[src/rtl/wstep_pkg.sv]
package wstep_pkg;
  localparam int POS_W   = 6;
  localparam int TAPS    = 1 << POS_W;
  localparam logic [POS_W-1:0] POS_MIN = '0;
  localparam logic [POS_W-1:0] POS_MAX = POS_W'(TAPS - 1);
  localparam logic [POS_W-1:0] POS_MID = POS_W'(TAPS / 2);

  typedef logic [POS_W-1:0] pos_t;
  typedef logic [TAPS-1:0]  tap_t;

  // one saturating move of the wiper
  function automatic pos_t sat_step(pos_t p, logic up);
    if (up) return (p == POS_MAX) ? p : p + 1'b1;
    else    return (p == POS_MIN) ? p : p - 1'b1;
  endfunction

  function automatic tap_t tap_of(pos_t p);
    tap_t t;
    t = '0;
    t[p] = 1'b1;
    return t;
  endfunction
endpackage

[src/rtl/wstep_sync.sv]
module wstep_sync #(
  parameter int W      = 3,
  parameter int STAGES = 2
) (
  input  logic         clk,
  input  logic [W-1:0] d,
  output logic [W-1:0] q
);
  logic [W-1:0] chain [STAGES];

  always_ff @(posedge clk) chain[0] <= d;

  for (genvar i = 1; i < STAGES; i++) begin : g_stage
    always_ff @(posedge clk) chain[i] <= chain[i-1];
  end

  assign q = chain[STAGES-1];
endmodule

[src/rtl/wstep_fall.sv]
module wstep_fall (
  input  logic clk,
  input  logic rst,
  input  logic s,
  output logic fall
);
  logic prev;

  always_ff @(posedge clk) prev <= s;

  assign fall = prev & ~s;

  // a single falling level change yields a one-cycle request
  assert_single_request_R3: assert property (@(posedge clk) disable iff (rst)
    fall |=> !fall);
endmodule

[src/rtl/wstep_pos.sv]
module wstep_pos
  import wstep_pkg::*;
(
  input  logic clk,
  input  logic rst,
  input  logic step_ok,
  input  logic up,
  output pos_t pos
);
  always_ff @(posedge clk) begin
    if (rst)          pos <= POS_MID;
    else if (step_ok) pos <= sat_step(pos, up);
  end

  assert_mid_after_reset_R2: assert property (@(posedge clk)
    $past(rst) |-> pos == POS_MID);
  assert_hold_no_request_R4: assert property (@(posedge clk) disable iff (rst)
    !step_ok |=> $stable(pos));
  assert_step_up_R5: assert property (@(posedge clk) disable iff (rst)
    (step_ok && up && pos != POS_MAX) |=> pos == $past(pos) + 1'b1);
  assert_step_down_R5: assert property (@(posedge clk) disable iff (rst)
    (step_ok && !up && pos != POS_MIN) |=> pos == $past(pos) - 1'b1);
  assert_clamp_top_R6: assert property (@(posedge clk) disable iff (rst)
    (step_ok && up && pos == POS_MAX) |=> pos == POS_MAX);
  assert_clamp_bottom_R7: assert property (@(posedge clk) disable iff (rst)
    (step_ok && !up && pos == POS_MIN) |=> pos == POS_MIN);
endmodule

[src/rtl/wstep_tapdec.sv]
module wstep_tapdec
  import wstep_pkg::*;
(
  input  logic clk,
  input  logic rst,
  input  pos_t pos,
  output tap_t tap
);
  assign tap = tap_of(pos);

  assert_tap_onehot_R8: assert property (@(posedge clk) disable iff (rst)
    $countones(tap) == 1);
endmodule

[src/rtl/wiper_step_ctrl.sv]
module wiper_step_ctrl
  import wstep_pkg::*;
#(
  parameter int SYNC_STAGES = 2
) (
  input  logic             clk,
  input  logic             rst,
  input  logic             cs_n,
  input  logic             dir_up,
  input  logic             step_clk,
  output logic [POS_W-1:0] pos_o,
  output logic [TAPS-1:0]  tap_sel_o
);
  localparam int NIN = 3;

  logic [NIN-1:0] raw_in, sync_in;
  logic cs_n_s, dir_s, step_s;
  logic step_fall;   // falling edge seen on the synchronised strobe
  logic step_ok;     // edge qualified by chip select
  pos_t pos;

  assign raw_in = {cs_n, dir_up, step_clk};

  wstep_sync #(.W(NIN), .STAGES(SYNC_STAGES)) u_sync (
    .clk (clk),
    .d   (raw_in),
    .q   (sync_in)
  );

  assign {cs_n_s, dir_s, step_s} = sync_in;

  wstep_fall u_fall (
    .clk  (clk),
    .rst  (rst),
    .s    (step_s),
    .fall (step_fall)
  );

  assign step_ok = step_fall & ~cs_n_s;

  wstep_pos u_pos (
    .clk     (clk),
    .rst     (rst),
    .step_ok (step_ok),
    .up      (dir_s),
    .pos     (pos)
  );

  wstep_tapdec u_dec (
    .clk (clk),
    .rst (rst),
    .pos (pos),
    .tap (tap_sel_o)
  );

  assign pos_o = pos;

  assert_deselect_blocks_R4: assert property (@(posedge clk) disable iff (rst)
    cs_n_s |-> !step_ok);
endmodule

[config.mk]
export PLATFORM = sky130hd
export DESIGN_NAME = wiper_step_ctrl
export DESIGN_NICKNAME = d
export VERILOG_FILES = /design/src/rtl/wstep_pkg.sv /design/src/rtl/wstep_sync.sv /design/src/rtl/wstep_fall.sv /design/src/rtl/wstep_pos.sv /design/src/rtl/wstep_tapdec.sv /design/src/rtl/wiper_step_ctrl.sv
export SDC_FILE = /design/constraint.sdc
export NUM_CORES = 1
export LEC_CHECK = 0
export ABC_AREA = 0
export BUFFER_PORTS_ARGS = -buffer_cell sky130_fd_sc_hd__buf_2
export CAP_MARGIN = 20
export CORE_UTILIZATION = 45
export DETAILED_ROUTE_END_ITERATION = 8
export HOLD_SLACK_MARGIN = 0.05
export PLACE_DENSITY = 0.86
export SLEW_MARGIN = 10
export SYNTH_ARGS = -nofsm -noshare
export SYNTH_HDL_FRONTEND = slang
export SYNTH_HIERARCHICAL = 1
export SYNTH_SLANG_ARGS = --single-unit
[constraint.sdc]
create_clock -name clk -period 4.2 [get_ports clk]
set_input_delay 0 -clock clk [delete_from_list [all_inputs] [get_ports clk]]
set_output_delay 0 -clock clk [all_outputs]
set_load 0.03 [all_outputs]
## Yosys cells after proc, flatten, opt, wreduce, memory -nomap -nowiden

Memory sizes are Yosys's and may differ from the RTL's.
Cells that the tools add are included.

| storage, ports and cells | value |
|---|---|
| register bits | 7 |
| memory bits (writable) | 6 |
| logic and storage cells | 22 |
| memories | 1 |

Memory list:

| name | words | width | read ports | clocked after Yosys merged registers in | write ports | line | RTL |
|---|---|---|---|---|---|---|---|
| u_sync.chain | 2 | 3 | 2 | 0 | 2 | wstep_sync.sv:9 | `logic [W-1:0] chain [STAGES];` |

| operators by class | value |
|---|---|
| add/sub/neg operators | 2 |
| order comparisons | 2 |
| eq/ne operators | 3 |
| muxes and demuxes | 5 |
| bitwise gates (word level) | 4 |
| reduce and logical (&&, ||, !) cells | 3 |

Operators with widths:

| kind | count |
|---|---|
| $mux W6 | 3 |
| $lt A6 B7 Y1 const B | 1 |
| $add A6 B1 Y6 const B | 1 |
| $demux W1 S6 | 1 |
| $eq A6 B6 Y1 const B | 1 |
| $ge A6 B1 Y1 const B | 1 |
| $logic_not A6 Y1 | 1 |
| $sub A6 B1 Y6 const B | 1 |
| $ne A2 B2 Y1 const B | 2 |
| $reduce_and A3 Y1 | 1 |
| $and A1 B1 Y1 | 2 |
| $not A1 Y1 | 2 |
| $logic_and A1 B1 Y1 | 1 |
| $mux W1 | 1 |

## Longest topological paths before layout

Gate-level depths: netlist of run 1.

| logic depth | value |
|---|---|
| word-level depth | 4 |
| gate-level depth with buffers | 8 |
| mapped depth without buffers | 7 |

## Modules after synthesis

The synthesis of run 1 kept the hierarchy.

Modules (own cells, without submodules):

| module | instances | cells each | area each (um^2) | sequential area each (um^2) |
|---|---|---|---|---|
| wstep_tapdec | 1 | 95 | 465.4 | 0.0 |
| wstep_pos | 1 | 49 | 450.4 | 120.1 |
| wstep_sync | 1 | 9 | 142.6 | 120.1 |
| wstep_fall | 1 | 2 | 33.8 | 20.0 |
| wiper_step_ctrl | 1 | 1 | 13.8 | 0.0 |

## Worst setup path after synthesis of run 1

Ideal clock, no wire load.

| timing path | value |
|---|---|
| kind | register to register |
| start | register u_pos.pos[1] |
| end | register u_pos.pos[5] |
| arrival | 1.756 ns |
| path slack | 2.310 ns |
| stages on the path, launching flop included | 6 |
| buffers on the path | 0 |
| period minus slack after synthesis | 1.890 ns |
| path through | dfxtp_1 -> ha_1 -> a211oi_1 -> nor4b_1 -> a2111oi_2 -> o211ai_1 |

| on the way | value |
|---|---|
| cells in the longest elaborated chain, start to end | 3 |
| elaborated cells on any way between the ends | 10 |
| those cells by class | 2 x add/sub; 3 x eq/ne; 3 x mux; 2 x reduce/logical |

Ends and longest elaborated chain:

| item | line | RTL |
|---|---|---|
| start, declared | wstep_pos.sv:8 | `output pos_t pos` |
| start signal, assigned | wstep_pos.sv:12 | `else if (step_ok) pos <= sat_step(pos, up);` |
| $sub A6 B1 Y6 (tied with other cells) | wstep_pkg.sv:14 | `else return (p == POS_MIN) ? p : p - 1'b1;` |
| $mux W6 (tied with other cells) | wstep_pkg.sv:14 |  |
| $mux W6 or $reduce_and A3 Y1 (tied branches) | -- |  |

Parallel ways exist; a longest one is shown, timed or not. The select of a mux whose other input is x is not followed.
A chain may end at the register's enable or synchronous reset.

## Worst setup path after layout of run 1

| timing path | value |
|---|---|
| start | register u_pos.pos[3] |
| end | register u_pos.pos[5] |

The elaborated chain is that of the path after synthesis.

==> results of run 1 <==
power by group through the flow:
stage	clock network [W]	registers (W)	logic, W
floorplan	0	0.000145	0.0000663
global route	0.0000816	0.000147	0.0000924
finish	0.0000732	0.000145	0.0000861
CTS	0.0000775	0.000144	0.0000854
global placement	0	0.000146	0.0000807
detailed placement	0	0.000147	0.0000823
cell families (layout without fill, tap and decap cells):
family | Yosys count | count (layout) | share of synthesized area [%]
buf+inv | 16 | 83 | 7.24
fa+ha+maj | 5 | 5 | 6.34
xor+xnor | 4 | 4 | 3.17
mux | 2 | 2 | 1.81
flops | 13 | 13 | 23.5
simple gates | 103 | 103 | 49.2
compound gates | 13 | 13 | 8.71
worst paths after layout:
path                                          from                 end  cells after the start
worst min register to register  u_sync/chain[0][1]  u_sync/chain[0][4]                      0
worst min-delay path            u_sync/chain[0][1]  u_sync/chain[0][4]                      0
worst max register to register        u_pos/pos[3]        u_pos/pos[5]                      6
worst max-delay path                  u_pos/pos[3]        u_pos/pos[5]                      6
layer usage:
layer | GRT usage [%] | vias up | share of wire, %
met5 | 0 | - | 0
met4 | 4.95 | 0 | 0.88
met3 | 7.02 | 4 | 8.4
met2 | 43.1 | 62 | 49
met1 | 26.3 | 603 | 41
li1 | - | 665 | -
sequential cells by signal (all words and copies together), names as in the netlist:
register	flops
u_fall/prev	1
u_pos/pos	6
u_sync/chain	6
cells in the mapped netlist (3+ instances only):
cell	number	area, µm²
ha_1	4	50.1
nand4bb_1	6	67.6
buf_4	3	22.5
clkbuf_1	10	37.5
or4b_1	3	30.0
dfxtp_1	13	260
nand4b_1	4	35.0
nor2_1	69	259
xnor2_1	4	35.0
a21oi_1	3	15.0
nand2_1	4	15.0
what timing repair did:
| item | in CTS | in global routing |
|---|---|---|
| gates resized for setup | 0 | 0 |
| hold buffers | 4 | 0 |
| endpoints found under the setup margin | 0 | 0 |
| endpoints found under the hold margin | 9 | 0 |
per-stage QoR:
| step | worst slack (ns) | cell area (µm²) | total power [W] |
|---|---|---|---|
| CTS | 2.22 | 1500 | 0.000307 |
| floorplan | 2.31 | 1110 | 0.000212 |
| finish | 2.19 | 1500 | 0.000304 |
| global route | 1.97 | 1500 | 0.000321 |
| detailed placement | 2.23 | 1440 | 0.000230 |
| global placement | 2.32 | 1440 | 0.000227 |
area by class of cell:
| class | instances | area, µm² | share of cell area (%) |
|---|---|---|---|
| well taps | 28 | 35.0 | 2.33 |
| inverters | 1 | 3.75 | 0.250 |
| multi-input cells | 127 | 766 | 51.0 |
| clock inverters | 1 | 5.00 | 0.333 |
| flip-flops and latches | 13 | 260 | 17.3 |
| clock buffers | 3 | 22.5 | 1.50 |
| repair buffers | 78 | 410 | 27.3 |
==> impl_metrics.json, run 1 <==
{
  "run_status": "finished clean",
  "grt_pass1_wl_um": 4850,
  "fillCellCount": 227,
  "drtIter0Drc": 25,
  "cts_buffer_depth": 2,
  "cp-end-kind": "register",
  "finalCritPeriodShare_pct": 47.9,
  "synth.avg_cell_area_um2": 7.09,
  "nets": 234,
  "critPathMaxStageDelay_ns": 0.70,
  "clk_pin_slew_ns": 0.08,
  "synthCells": 156,
  "p_int_w": 0.000198,
  "grt_max_degree": 24,
  "place_hpwl_um": 2330,
  "critPathTopFamily": "compound AO/OA/AOI/OAI gates",
  "finalSetupViolCount": 0,
  "crit_buf_inv": 0,
  "synth.cell_area_um2": 1110,
  "ff2ff_setup_slack_ns": 2.19,
  "ys.flop_type": "dfxtp_1",
  "max_freq_mhz": 497,
  "power_leakage_nw": 0.797,
  "grt_overflow_total": 0,
  "worstMarginPinSlew_ns": 0.714,
  "powerDensity_nw_per_um2": 202,
  "post_cts_buffers": 0,
  "post-route-util_pct": 66.6,
  "power_frac_seq_pct": 47.6,
  "initial_utilization_pct": 49.1,
  "clkSinkCount": 13,
  "finClkSkew_ns": 0.00827,
  "setup_tns_ns": 0,
  "hold_viol_final": 0,
  "cts-root-buf": "clkbuf_4",
  "gp_congestion": 0.852,
  "synth_edf_count": 0,
  "pwr-share-clk_pct": 24.1,
  "grt_usage_pct": 23.4,
  "io_pins": 75,
  "mostFrequentLayoutCells": "buf_2, nor2_1, dfxtp_1, nand4bb_1",
  "pwr-share-comb_pct": 28.3,
  "netlist-cell-type-count": 38,
  "final_layout_size_suffix_gt1_share_pct": 37.7,
  "start_kind": "register",
  "dp.cells": 243,
  "syn-num-nets": 166,
  "irDropWorstVdd_uv": 374,
  "yosysWarnings": 6,
  "core_um2": 2250,
  "cts_max_level": 1,
  "die_y_um": 51.6,
  "async_flop_share_pct": 0,
  "path_class": "reg -> reg",
  "hold_slack_ns": 0.329,
  "synth-seq-cells": 13,
  "p_switching_w": 0.000106,
  "cp_data_required_time_ns": 4.40,
  "maxCapViolCount": 0,
  "cp_slowest_cell": "dfxtp_1",
  "wirelength_um": 3180,
  "final_common_cell": "buf_2",
  "diodes": 0,
  "wl_per_cell_um": 12.7,
  "num_rows": 17,
  "antenna_found_initial": 0,
  "area_delta_synth_final_pct": 35.9,
  "clk_latency_ns": 0.27,
  "postRouteAntennaNets": 0,
  "die_w_um": 51.6,
  "hold_class": "reg -> reg",
  "vias": 1334,
  "drv_slew": 0,
  "max_slew_margin_pct": 52.3,
  "via_per_inst": 5.31,
  "drcViolationCount": 0,
  "switching_share_pct": 34.9,
  "fin_cells": 251,
  "critical_path_arrival_ns": 2.21,
  "fin_crit_ns": 2.01,
  "grt_setup_unrepaired": "false",
  "portBuffers": 74,
  "worstPathMaxFanout": 21,
  "dieArea_um2": 2660,
  "grt_pass1_vias": 1068,
  "cts_buffers": 3,
  "drtPass1Iterations": 4,
  "yosysSeqAreaShare_pct": 23.5,
  "cts_tree": "done",
  "path_cells": "ha_1 > o21ai_0 > o21a_1 > a2111oi_2 > nand3b_1 > o211ai_1"
}
Power figures use the tool's default switching activity.
==> inputs of run 2 (changes only) <==
CORE_UTILIZATION = 37   (was 45)
PLACE_DENSITY = 0.75   (was 0.86)
clock period = 1.68 ns   (was 4.2 ns; I/O delays follow)
==> run 2 against run 1 <==
  * The flow now finishes with violations (design-rule violations, negative setup slack)
  * Global-route usage fell by 2.4 points
  * Largest power group is now combinational logic
  * Critical path depth increased by 2
  * Sequential cell count did not move
  * First-iteration DRC count grew to 4.3 times the previous value
  * Clock skew is 0.0039 ns higher
  * Highest routed layer unchanged
  * Worst hold slack got worse by 0.014 ns
  * Register-to-register slack got worse by 2.3 ns
  * Maximum frequency rose by 14%
==> impl_metrics.json, run 2 (synthesis results as in run 1) <==
{
  "max_freq_mhz": 569,
  "grt_overflow_total": 0,
  "area_delta_synth_final_pct": 74.7,
  "cp_data_required_time_ns": 1.89,
  "dieArea_um2": 3210,
  "cts_buffer_depth": 2,
  "drv_slew": 0,
  "initial_utilization_pct": 39.4,
  "diodes": 0,
  "clk_pin_slew_ns": 0.09,
  "finalCritPeriodShare_pct": 105,
  "mostFrequentLayoutCells": "nor2_1, buf_2, buf_4, buf_6, dfxtp_1",
  "io_pins": 75,
  "p_int_w": 0.000571,
  "fillCellCount": 226,
  "maxCapViolCount": 0,
  "pwr-share-clk_pct": 22.4,
  "cts_max_level": 1,
  "fin_ws_ns": -0.0772,
  "violations": "design-rule violations, negative setup slack",
  "final_common_cell": "nor2_1",
  "via_per_inst": 5.03,
  "drcViolationCount": 20,
  "highest_layer": "met4",
  "run_status": "finished with violations",
  "dr_wl_met2_um": 1690,
  "drtPass1Iterations": 6,
  "grt_pass1_wl_um": 5390,
  "fin_crit_ns": 1.76,
  "register_area_um2": 275,
  "postRouteAntennaNets": 0,
  "start_kind": "register",
  "core_um2": 2810,
  "finalInstanceArea_um2": 1930,
  "clkSinkCount": 13,
  "pwr-share-comb_pct": 39.1,
  "portBuffers": 74,
  "die_w_um": 56.7,
  "dpl_worst_slack_ns": -0.186,
  "wirelength_um": 3400,
  "nets": 257,
  "worstMarginPinSlew_ns": 0.404,
  "powerDensity_nw_per_um2": 458,
  "hold_viol_final": 0,
  "path_cells": "clkinvlp_4 > buf_4 > ha_4 > a211oi_2 > o21a_1 > a2111oi_4 > nand3b_1 > o211ai_1",
  "clk_latency_ns": 0.28,
  "hold_class": "reg -> reg",
  "grt_usage_pct": 21.0,
  "cts_buffers": 3,
  "placed_area_um2": 1600,
  "irDropWorstVdd_uv": 576,
  "multi_input_area_um2": 907,
  "critical_path_arrival_ns": 1.96,
  "drtIter0Drc": 107,
  "power_leakage_nw": 0.927,
  "die_y_um": 56.7,
  "hold_slack_ns": 0.314,
  "grt_pass1_vias": 1147,
  "final_layout_size_suffix_gt1_share_pct": 55.3,
  "cts-root-buf": "clkbuf_4",
  "vias": 1392,
  "gp_congestion": 0.883,
  "finClkSkew_ns": 0.0122,
  "place_hpwl_um": 2300,
  "worstPathMaxFanout": 3,
  "antenna_found_initial": 0,
  "cts_tree": "done",
  "cp_slowest_cell": "dfxtp_2",
  "max_slew_margin_pct": 72.9,
  "cp-end-kind": "register",
  "num_rows": 19,
  "wl_per_cell_um": 12.3,
  "grt_setup_unrepaired": "true",
  "switching_share_pct": 35.5,
  "finalSetupViolCount": 5,
  "p_switching_w": 0.000315,
  "wl_met3_um": 203,
  "power_w": 0.000886,
  "largestRegisters": "u_pos/pos: 6 flops, u_sync/chain: 6 flops, u_fall/prev: 1 flops",
  "wirelength_met1_um": 1490,
  "path_class": "reg -> reg",
  "critPathMaxStageDelay_ns": 0.36,
  "power_frac_seq_pct": 38.4,
  "grt_max_degree": 19
}
run 2: cell count changes in the layout (fill, tap and decap cells not counted), moves of 3 or more:
cell     before  now
buf_2        74   54
buf_4         0   34
buf_6         0    8
dfxtp_1      13    7
dfxtp_2       0    3
dfxtp_4       0    3
ha_1          4    0
ha_4          0    4
nor2_1       69   63
nor2_4        0    4
or4b_1        3    0
or4b_4        1    4
run 2: what timing repair did:
| item | in CTS | in global routing |
|---|---|---|
| buffers inserted | 4 | 6 |
| hold buffers | 4 | 0 |
| setup endpoints to repair | 44 | 53 |
| endpoints found under the hold margin | 9 | 0 |
| pin swaps | 3 | 6 |
| gates resized for setup | 34 | 31 |
run 2: final cells by class:
type | instances | share of cell area, %
sequential | 13 | 14.2
clock inverter | 1 | 0.259
timing repair buffer | 101 | 35.0
multi-input combinational | 127 | 47.0
clock buffer | 3 | 1.17
tap | 31 | 2.01
inverter | 1 | 0.389
run 2: path summary, 6_finish.rpt:
| check | startpoint | end | slack [ns] | cells after the start |
|---|---|---|---|---|
| min reg2reg | u_sync/chain[0][1] | u_sync/chain[0][4] | 0.31 | 0 |
| max reg2reg | u_sync/chain[0][4] | u_pos/pos[5] | -0.08 | 8 |
| min | u_sync/chain[0][1] | u_sync/chain[0][4] | 0.31 | 0 |
| max | u_sync/chain[0][4] | u_pos/pos[5] | -0.08 | 8 |
run 2: power groups by stage:
stage          Clock (W)  Sequential (W)  Combinational (W)
2_1_floorplan          0        0.000367           0.000179
3_3_place_gp           0        0.000352           0.000258
3_5_place_dp           0        0.000353           0.000262
4_1_cts         0.000202        0.000342           0.000304
5_1_grt         0.000222        0.000343           0.000376
6_report        0.000199        0.000340           0.000347
run 2: metal layers:
| metal | vias up | track usage (%) |
|---|---|---|
| li1 | 710 | - |
| met1 | 626 | 26.2 |
| met2 | 53 | 37.2 |
| met3 | 3 | 3.00 |
| met4 | 0 | 5.71 |
| met5 | - | 0 |
run 2: critical path: cells and delay by family (launching register included):
kind / cells / cell delay, ns
AO/OA/AOI/OAI: 4 / 0.67
AND/OR/NAND/NOR: 1 / 0.11
buffers and inverters: 2 / 0.26
flip-flops: 1 / 0.36
adder cells (fa/ha/maj): 1 / 0.26
run 2: per-stage QoR:
stage | utilization [%] | cells | setup TNS [ns]
6_report | 68.9 | 277 | -0.107
5_1_grt | 68.9 | 277 | -1.32
4_1_cts | 64.1 | 271 | -0.119
3_5_place_dp | 57.0 | 259 | -0.272
3_3_place_gp | 57.0 | 259 | -0.179
2_1_floorplan | - | 156 | -0.266
